### src/rtl/stream_line_buf_pkg.sv
package stream_line_buf_pkg;

  typedef enum logic [1:0] {
    KIND_LOAD     = 2'd0,
    KIND_STREAM   = 2'd1,
    KIND_STORE    = 2'd2,
    KIND_LOAD_ALT = 2'd3
  } reqKind_e;

  typedef enum logic [1:0] {
    ST_IDLE  = 2'd0,
    ST_ISSUE = 2'd1,
    ST_WAIT  = 2'd2
  } ctrlState_e;

  // strobes from control to datapath
  typedef struct packed {
    logic hitRd;   // serve chunk from buffer
    logic fillWr;  // write fetched line into buffer
    logic passWr;  // capture single-chunk read data
    logic errRsp;  // zero the response data
    logic inval;   // drop buffer holding the looked-up line
  } dpStrobe_t;

endpackage

### src/rtl/stream_line_buf_dp.sv
module stream_line_buf_dp
  import stream_line_buf_pkg::*;
#(
  parameter int ADDR_W  = 32,
  parameter int NUM_BUF = 4,
  parameter int CHUNK_W = 128,
  parameter int CHUNKS  = 4,
  parameter int OFF_W   = $clog2(CHUNK_W / 8),
  parameter int CIDX_W  = $clog2(CHUNKS),
  parameter int SLOT_W  = $clog2(NUM_BUF)
) (
  input  logic                        clk,
  input  logic                        rstN,
  input  dpStrobe_t                   stb,
  input  logic [ADDR_W-OFF_W-1:0]     lkIdx,
  input  logic [ADDR_W-OFF_W-1:0]     fillIdx,
  input  logic [SLOT_W-1:0]           fillSlot,
  input  logic [CHUNK_W*CHUNKS-1:0]   memRspData,
  output logic                        lineHit,
  output logic                        chunkFresh,
  output logic [SLOT_W-1:0]           hitSlot,
  output logic [SLOT_W-1:0]           victimSlot,
  output logic [CHUNK_W-1:0]          rspData
);

  localparam int LINE_W = CHUNK_W * CHUNKS;
  localparam int TAG_W  = ADDR_W - OFF_W - CIDX_W;

  logic              slotValid [NUM_BUF];
  logic [TAG_W-1:0]  slotTag   [NUM_BUF];
  logic [CHUNKS-1:0] slotUsed  [NUM_BUF];
  logic [SLOT_W-1:0] slotAge   [NUM_BUF];
  logic [LINE_W-1:0] slotData  [NUM_BUF];

  logic [TAG_W-1:0]  lkTag, fillTag;
  logic [CIDX_W-1:0] lkChunk, fillChunk;
  logic [NUM_BUF-1:0] matchVec;
  logic [CHUNKS-1:0] hitUsed;
  logic              touchEn;
  logic [SLOT_W-1:0] touchSlot;
  logic              freeFound;

  assign lkTag     = lkIdx[ADDR_W-OFF_W-1:CIDX_W];
  assign lkChunk   = lkIdx[CIDX_W-1:0];
  assign fillTag   = fillIdx[ADDR_W-OFF_W-1:CIDX_W];
  assign fillChunk = fillIdx[CIDX_W-1:0];

  // per-slot tag comparators
  for (genvar g = 0; g < NUM_BUF; g++) begin : gMatch
    assign matchVec[g] = slotValid[g] && (slotTag[g] == lkTag);
  end

  always_comb begin
    lineHit = 1'b0;
    hitSlot = '0;
    for (int i = 0; i < NUM_BUF; i++) begin
      if (matchVec[i]) begin
        lineHit = 1'b1;
        hitSlot = SLOT_W'(i);
      end
    end
  end

  assign chunkFresh = !slotUsed[hitSlot][lkChunk];
  assign hitUsed    = slotUsed[hitSlot] | (CHUNKS'(1) << lkChunk);

  // free slot first, otherwise the oldest one
  always_comb begin
    freeFound  = 1'b0;
    victimSlot = '0;
    for (int i = 0; i < NUM_BUF; i++) begin
      if (!freeFound && !slotValid[i]) begin
        freeFound  = 1'b1;
        victimSlot = SLOT_W'(i);
      end
    end
    if (!freeFound) begin
      for (int i = 0; i < NUM_BUF; i++) begin
        if (slotAge[i] == SLOT_W'(NUM_BUF - 1)) victimSlot = SLOT_W'(i);
      end
    end
  end

  assign touchEn   = stb.hitRd | stb.fillWr;
  assign touchSlot = stb.hitRd ? hitSlot : fillSlot;

  always_ff @(posedge clk or negedge rstN) begin
    if (!rstN) begin
      for (int i = 0; i < NUM_BUF; i++) begin
        slotValid[i] <= 1'b0;
        slotTag[i]   <= '0;
        slotUsed[i]  <= '0;
        slotAge[i]   <= SLOT_W'(i);
      end
    end else begin
      for (int i = 0; i < NUM_BUF; i++) begin
        if (touchEn) begin
          if (SLOT_W'(i) == touchSlot) slotAge[i] <= '0;
          else if (slotAge[i] < slotAge[touchSlot]) slotAge[i] <= slotAge[i] + 1'b1;
        end
        if (stb.hitRd && hitSlot == SLOT_W'(i)) begin
          slotUsed[i] <= hitUsed;
          if (&hitUsed) slotValid[i] <= 1'b0;
        end
        if (stb.fillWr && fillSlot == SLOT_W'(i)) begin
          slotValid[i] <= 1'b1;
          slotTag[i]   <= fillTag;
          slotUsed[i]  <= CHUNKS'(1) << fillChunk;
        end
        if (stb.inval && lineHit && hitSlot == SLOT_W'(i)) slotValid[i] <= 1'b0;
      end
    end
  end

  always_ff @(posedge clk) begin
    if (stb.fillWr) slotData[fillSlot] <= memRspData;
  end

  always_ff @(posedge clk or negedge rstN) begin
    if (!rstN) rspData <= '0;
    else if (stb.errRsp) rspData <= '0;
    else if (stb.hitRd) rspData <= slotData[hitSlot][lkChunk*CHUNK_W +: CHUNK_W];
    else if (stb.fillWr) rspData <= memRspData[fillChunk*CHUNK_W +: CHUNK_W];
    else if (stb.passWr) rspData <= memRspData[CHUNK_W-1:0];
  end

endmodule

### src/rtl/stream_line_buf_ctrl.sv
module stream_line_buf_ctrl
  import stream_line_buf_pkg::*;
#(
  parameter int ADDR_W = 32,
  parameter int OFF_W  = 4,
  parameter int CIDX_W = 2,
  parameter int SLOT_W = 2
) (
  input  logic                    clk,
  input  logic                    rstN,
  input  logic                    reqValid,
  output logic                    reqReady,
  input  logic [ADDR_W-1:0]       reqAddr,
  input  logic [1:0]              reqKind,
  input  logic                    reqWc,
  input  logic                    lineHit,
  input  logic                    chunkFresh,
  input  logic [SLOT_W-1:0]       hitSlot,
  input  logic [SLOT_W-1:0]       victimSlot,
  output dpStrobe_t               stb,
  output logic [ADDR_W-OFF_W-1:0] pendIdx,
  output logic [SLOT_W-1:0]       fillSlot,
  output logic                    memReqValid,
  input  logic                    memReqReady,
  output logic [ADDR_W-1:0]       memReqAddr,
  output logic                    memReqLine,
  input  logic                    memRspValid,
  output logic                    rspValid,
  output logic                    rspErr
);

  localparam int LINE_LSB = OFF_W + CIDX_W;

  ctrlState_e state;
  logic reqFire, isStore, misal, wcStream;
  logic errCase, storeCase, hitCase, fillCase, passCase;

  assign reqReady = (state == ST_IDLE);
  assign reqFire  = reqValid && reqReady;
  assign isStore  = (reqKind == KIND_STORE);
  assign misal    = |reqAddr[OFF_W-1:0];
  assign wcStream = (reqKind == KIND_STREAM) && reqWc;

  assign errCase   = reqFire && !isStore && misal;
  assign storeCase = reqFire && isStore;
  assign hitCase   = reqFire && !isStore && !misal && wcStream && lineHit && chunkFresh;
  assign fillCase  = reqFire && !isStore && !misal && wcStream && !(lineHit && chunkFresh);
  assign passCase  = reqFire && !isStore && !misal && !wcStream;

  always_comb begin
    stb        = '0;
    stb.errRsp = errCase;
    stb.hitRd  = hitCase;
    stb.inval  = storeCase | passCase;
    stb.fillWr = (state == ST_WAIT) && memRspValid && memReqLine;
    stb.passWr = (state == ST_WAIT) && memRspValid && !memReqLine;
  end

  assign memReqValid = (state == ST_ISSUE);
  assign memReqAddr  = memReqLine
                     ? {pendIdx[ADDR_W-OFF_W-1:CIDX_W], LINE_LSB'(0)}
                     : {pendIdx, OFF_W'(0)};

  always_ff @(posedge clk or negedge rstN) begin
    if (!rstN) begin
      state      <= ST_IDLE;
      pendIdx    <= '0;
      memReqLine <= 1'b0;
      fillSlot   <= '0;
      rspValid   <= 1'b0;
      rspErr     <= 1'b0;
    end else begin
      rspValid <= errCase | hitCase | stb.fillWr | stb.passWr;
      rspErr   <= errCase;
      case (state)
        ST_IDLE: begin
          if (fillCase) begin
            pendIdx    <= reqAddr[ADDR_W-1:OFF_W];
            memReqLine <= 1'b1;
            fillSlot   <= lineHit ? hitSlot : victimSlot;
            state      <= ST_ISSUE;
          end else if (passCase) begin
            pendIdx    <= reqAddr[ADDR_W-1:OFF_W];
            memReqLine <= 1'b0;
            state      <= ST_ISSUE;
          end
        end
        ST_ISSUE: if (memReqReady) state <= ST_WAIT;
        ST_WAIT:  if (memRspValid) state <= ST_IDLE;
        default:  state <= ST_IDLE;
      endcase
    end
  end

endmodule

### src/rtl/stream_line_buf.sv
module stream_line_buf
  import stream_line_buf_pkg::*;
#(
  parameter int ADDR_W  = 32,
  parameter int NUM_BUF = 4,
  parameter int CHUNK_W = 128,
  parameter int CHUNKS  = 4
) (
  input  logic                      clk,
  input  logic                      rstN,
  input  logic                      reqValid,
  output logic                      reqReady,
  input  logic [ADDR_W-1:0]         reqAddr,
  input  logic [1:0]                reqKind,
  input  logic                      reqWc,
  output logic                      rspValid,
  output logic [CHUNK_W-1:0]        rspData,
  output logic                      rspErr,
  output logic                      memReqValid,
  input  logic                      memReqReady,
  output logic [ADDR_W-1:0]         memReqAddr,
  output logic                      memReqLine,
  input  logic                      memRspValid,
  input  logic [CHUNK_W*CHUNKS-1:0] memRspData
);

  localparam int OFF_W    = $clog2(CHUNK_W / 8);
  localparam int CIDX_W   = $clog2(CHUNKS);
  localparam int LINE_LSB = OFF_W + CIDX_W;
  localparam int SLOT_W   = $clog2(NUM_BUF);

  dpStrobe_t               stb;
  logic                    lineHit, chunkFresh;
  logic [SLOT_W-1:0]       hitSlot, victimSlot, fillSlot;
  logic [ADDR_W-OFF_W-1:0] pendIdx;

  stream_line_buf_ctrl #(
    .ADDR_W(ADDR_W), .OFF_W(OFF_W), .CIDX_W(CIDX_W), .SLOT_W(SLOT_W)
  ) uCtrl (
    .clk(clk), .rstN(rstN),
    .reqValid(reqValid), .reqReady(reqReady), .reqAddr(reqAddr),
    .reqKind(reqKind), .reqWc(reqWc),
    .lineHit(lineHit), .chunkFresh(chunkFresh),
    .hitSlot(hitSlot), .victimSlot(victimSlot),
    .stb(stb), .pendIdx(pendIdx), .fillSlot(fillSlot),
    .memReqValid(memReqValid), .memReqReady(memReqReady),
    .memReqAddr(memReqAddr), .memReqLine(memReqLine),
    .memRspValid(memRspValid),
    .rspValid(rspValid), .rspErr(rspErr)
  );

  stream_line_buf_dp #(
    .ADDR_W(ADDR_W), .NUM_BUF(NUM_BUF), .CHUNK_W(CHUNK_W), .CHUNKS(CHUNKS),
    .OFF_W(OFF_W), .CIDX_W(CIDX_W), .SLOT_W(SLOT_W)
  ) uDp (
    .clk(clk), .rstN(rstN), .stb(stb),
    .lkIdx(reqAddr[ADDR_W-1:OFF_W]), .fillIdx(pendIdx), .fillSlot(fillSlot),
    .memRspData(memRspData),
    .lineHit(lineHit), .chunkFresh(chunkFresh),
    .hitSlot(hitSlot), .victimSlot(victimSlot),
    .rspData(rspData)
  );

endmodule

### config.mk
export PLATFORM = sky130hd
export DESIGN_NAME = stream_line_buf
export DESIGN_NICKNAME = d
export VERILOG_FILES = /design/src/rtl/stream_line_buf_pkg.sv /design/src/rtl/stream_line_buf_dp.sv /design/src/rtl/stream_line_buf_ctrl.sv /design/src/rtl/stream_line_buf.sv
export SDC_FILE = /design/constraint.sdc
export NUM_CORES = 2
export LEC_CHECK = 0
export BUFFER_PORTS_ARGS = -buffer_cell sky130_fd_sc_hd__buf_2
export CELL_PAD_IN_SITES_DETAIL_PLACEMENT = 1
export CELL_PAD_IN_SITES_GLOBAL_PLACEMENT = 1
export CORE_ASPECT_RATIO = 0.7
export CORE_MARGIN = 2
export CORE_UTILIZATION = 30
export DETAILED_ROUTE_END_ITERATION = 10
export PLACE_DENSITY = 0.54
export SKIP_CTS_REPAIR_TIMING = 1
export SLEW_MARGIN = 40
export SYNTH_ARGS = -nofsm -noshare
export SYNTH_HDL_FRONTEND = slang
export SYNTH_HIERARCHICAL = 1
export SYNTH_SLANG_ARGS = --single-unit
### constraint.sdc
create_clock -name clk -period 37 [get_ports clk]
set_clock_uncertainty 0.05 [all_clocks]
set_input_delay 7.4 -clock clk [delete_from_list [all_inputs] [get_ports clk]]
set_output_delay 7.4 -clock clk [all_outputs]
set_load 0.005 [all_outputs]
==> reports/qor.txt <==
Cell Pwr Density: 50.71 nW/um^2
initial drt markers: 4355
Crit-path slowest cell: buf_4
synthesis-to-finish area growth: 16.92%
crit path time final: 12.77 ns
Hold WS: 0.4469 ns
Sequential Power Share: 51.2%
WP data arrival: 13.50 ns
slowest stage delay, CP: 0.73 ns
# H-tree levels: 4
# port buffers: 712
Slew @ Worst Pin: 0.9879 ns
Final Net Count: 7730
mapped cell area: 96490 sq um
CTS tree: built
Critical Path Most Common Cell: buf_4
internal power: 4.384 mW
gr ovfl total: 0
cell chain of the critical path: buf_2, xnor2_1, nand4_1, or4_1, nor2_4, buf_12, buf_4, buf_6, buf_4, buf_4, mux2i_1, a211oi_1, a211oi_1, nor3_1, a221o_1
YS warnings: 6
combinational power share: 6.1%
Antenna Nets Post-Route: 0
GRT Overall Usage: 19.77%
crit path capture type: flop
layout cell share with drive strength beyond 1: 18.28%
Via density: 5.267
Unique masters post-synth: 65
Tightest Hold Check Type: flop to flop
fin crit share: 34.52%
Skew-Pair Late Insertion Delay: 0.92 ns
crit path buf inv count: 6
CTS clk-pin slew, worst paths: 0.06 ns
routed vias: 61757
pre-CTS setup slack: 23.04 ns
cell area after layout: 112800 sq um
Post-Route WL: 331900 um
run status: complete, no violations
Primary FF master, synth: edfxtp_1
Clk pwr share: 42.7%
die area: 326200 sq um
DRC viols: 0
largest net degree at the start of global routing: 166
CP startpoint kind: input pin
Site Rows: 174
Slew Viols, Final: 0
first-pass GRT wire length: 474300 um
Placed Cells: 11230
DR pass1 iterations: 6
Starting Density: 30.11%
highest ir drop seen on vdd: 0.04279 mV
Final Core Density: 35.20%
maxcap violations: 0
Root Driver: clkbuf_16
non-filler cells, final: 11725
clk sinks: 2343
leakage: 37.82 nW
number of synthesized register bits: 2343
vias in the first global route: 62991
initial antenna violation count: 165
Crit path max-delay family: buffers and inverters
GPL Wtd Cong: 0.7832
wire length per cell: 28.30 um
clk buf depth: 4
max_slew headroom: 34.14%
switching share of total power: 23.36%
Max Fclk: 78.29 MHz
sequential share of the synthesized area: 71.40%
Pwr Total: 5.720 mW
post-synthesis cell count: 6602
hpwl dp: 193300 um
placed instance area: 104600 sq um
Final WS setup: 24.23 ns
async set or reset register ratio after synthesis: 12.59%
CTS buffer count: 242
setup_tns: 0 ns
Core Area: 320500 sq um
final hold violation count: 0
final-report setup violation count: 0
Sw Pwr: 1.337 mW
kind of critical path: input pin to flop
RSZ-0062 raised after global routing: no
worst-path fanout max: 89
Die Span X: 681.8 um
overall die height: 478.5 um
number of enable flip-flop cells after synthesis: 2048
required time of the critical path: 37.73 ns
Avg Inst Size Synth: 14.61 sq um
I/O pins: 717
[cell usage in the layout, fill, tap and decap left out, drive strengths merged, types with 149 or more instances in the layout]
cell	n
o21ai	281
clkbuf	330
nor3	149
nand2	325
a211oi	901
dfrtp	291
nor2	540
buf	853
a21oi	393
mux2i	655
edfxtp	2048
[power groups by stage]
stage                     combinational [mW]  sequential, mW  clock [mW]
after detailed placement               0.351            2.98           0
after global placement                 0.344            2.98           0
after CTS                              0.352            2.93        2.51
final                                  0.351            2.93        2.44
after global routing                   0.375            2.93        2.60
after floorplan                        0.160            2.97           0
[final cells by class]
| type | count | area, sq um |
|---|---|---|
| clock buffer | 330 | 6709 |
| sequential | 2343 | 68890 |
| clock inverter | 116 | 1092 |
| tap | 4312 | 5395 |
| multi-input combinational | 3711 | 25150 |
| fill | 33331 | 207700 |
| timing repair buffer | 853 | 5360 |
| antenna | 37 | 92.59 |
| inverter | 23 | 118.9 |
[final timing paths]
kind	start	end	slack [ns]	cells after the start
min in group asynchronous	rstN	uDp/slotTag[83]	6.39	1
max reg2reg	uDp/slotTag[59]	uDp/rspData[61]	30.55	14
min reg2reg	uDp/slotTag[70]	uDp/slotTag[70]	0.45	2
max in group asynchronous	rstN	uDp/rspData[115]	28.67	4
max	reqAddr[24]	uDp/rspData[61]	24.23	15
min	uDp/slotTag[70]	uDp/slotTag[70]	0.45	2
[Yosys cell counts, types with 19 or more instances]
master | count | share of area [%]
xnor2_1 | 73 | 0.66
mux2_2 | 76 | 0.89
nor2_1 | 539 | 2.1
edfxtp_1 | 2048 | 64
buf_2 | 19 | 0.099
buf_4 | 62 | 0.48
nor3_1 | 149 | 0.77
a221o_1 | 128 | 1.3
clkbuf_1 | 386 | 1.5
inv_1 | 23 | 0.089
a211oi_1 | 901 | 7.0
buf_6 | 33 | 0.39
a21oi_1 | 392 | 2.0
mux2i_1 | 655 | 6.8
nand4_1 | 32 | 0.21
xor2_1 | 28 | 0.25
nand2_1 | 324 | 1.3
o21ai_0 | 277 | 1.4
buf_1 | 26 | 0.10
dfrtp_1 | 291 | 7.5
[flip-flops by register name, summed over array words and instances (netlist names)]
register / flops
uDp/slotAge: 8
uDp/slotUsed: 16
uDp/slotData: 2048
uDp/slotValid: 4
uDp/rspData: 128
uCtrl/rspValid: 1
uCtrl/fillSlot: 2
uCtrl/memReqLine: 1
uCtrl/rspErr: 1
uDp/slotTag: 104
uCtrl/state: 2
uCtrl/pendIdx: 28
[worst reg2reg max path, delay by kind of cell (launching register included)]
family,cells,cell delay (ns)
buffers and inverters,5,3.40
multiplexers,1,0.31
XOR/XNOR,1,0.30
AND/OR/NAND/NOR,4,1.18
AO/OA/AOI/OAI,3,0.72
flip-flops,1,0.41
[metal layers]
| layer | part of all wire, % | global-route usage (%) |
|---|---|---|
| met1 | 46 | 28.08 |
| met5 | 0.26 | 0 |
| met4 | 1.8 | 3.855 |
| met2 | 45 | 30.70 |
| met3 | 7.0 | 4.887 |
[cells by family (layout without fill, tap and decap cells)]
logic type	Yosys count	in the layout	synth area share, %
other cells	1	41	0.003887
flops	2343	2343	71.40
fa+ha+maj	4	4	0.05187
compound gates	1753	1753	12.26
xor+xnor	104	104	0.9674
mux	741	741	7.838
buf+inv	551	1322	2.695
simple gates	1105	1105	4.792
Note: power is estimated with default switching activity, not from simulation.
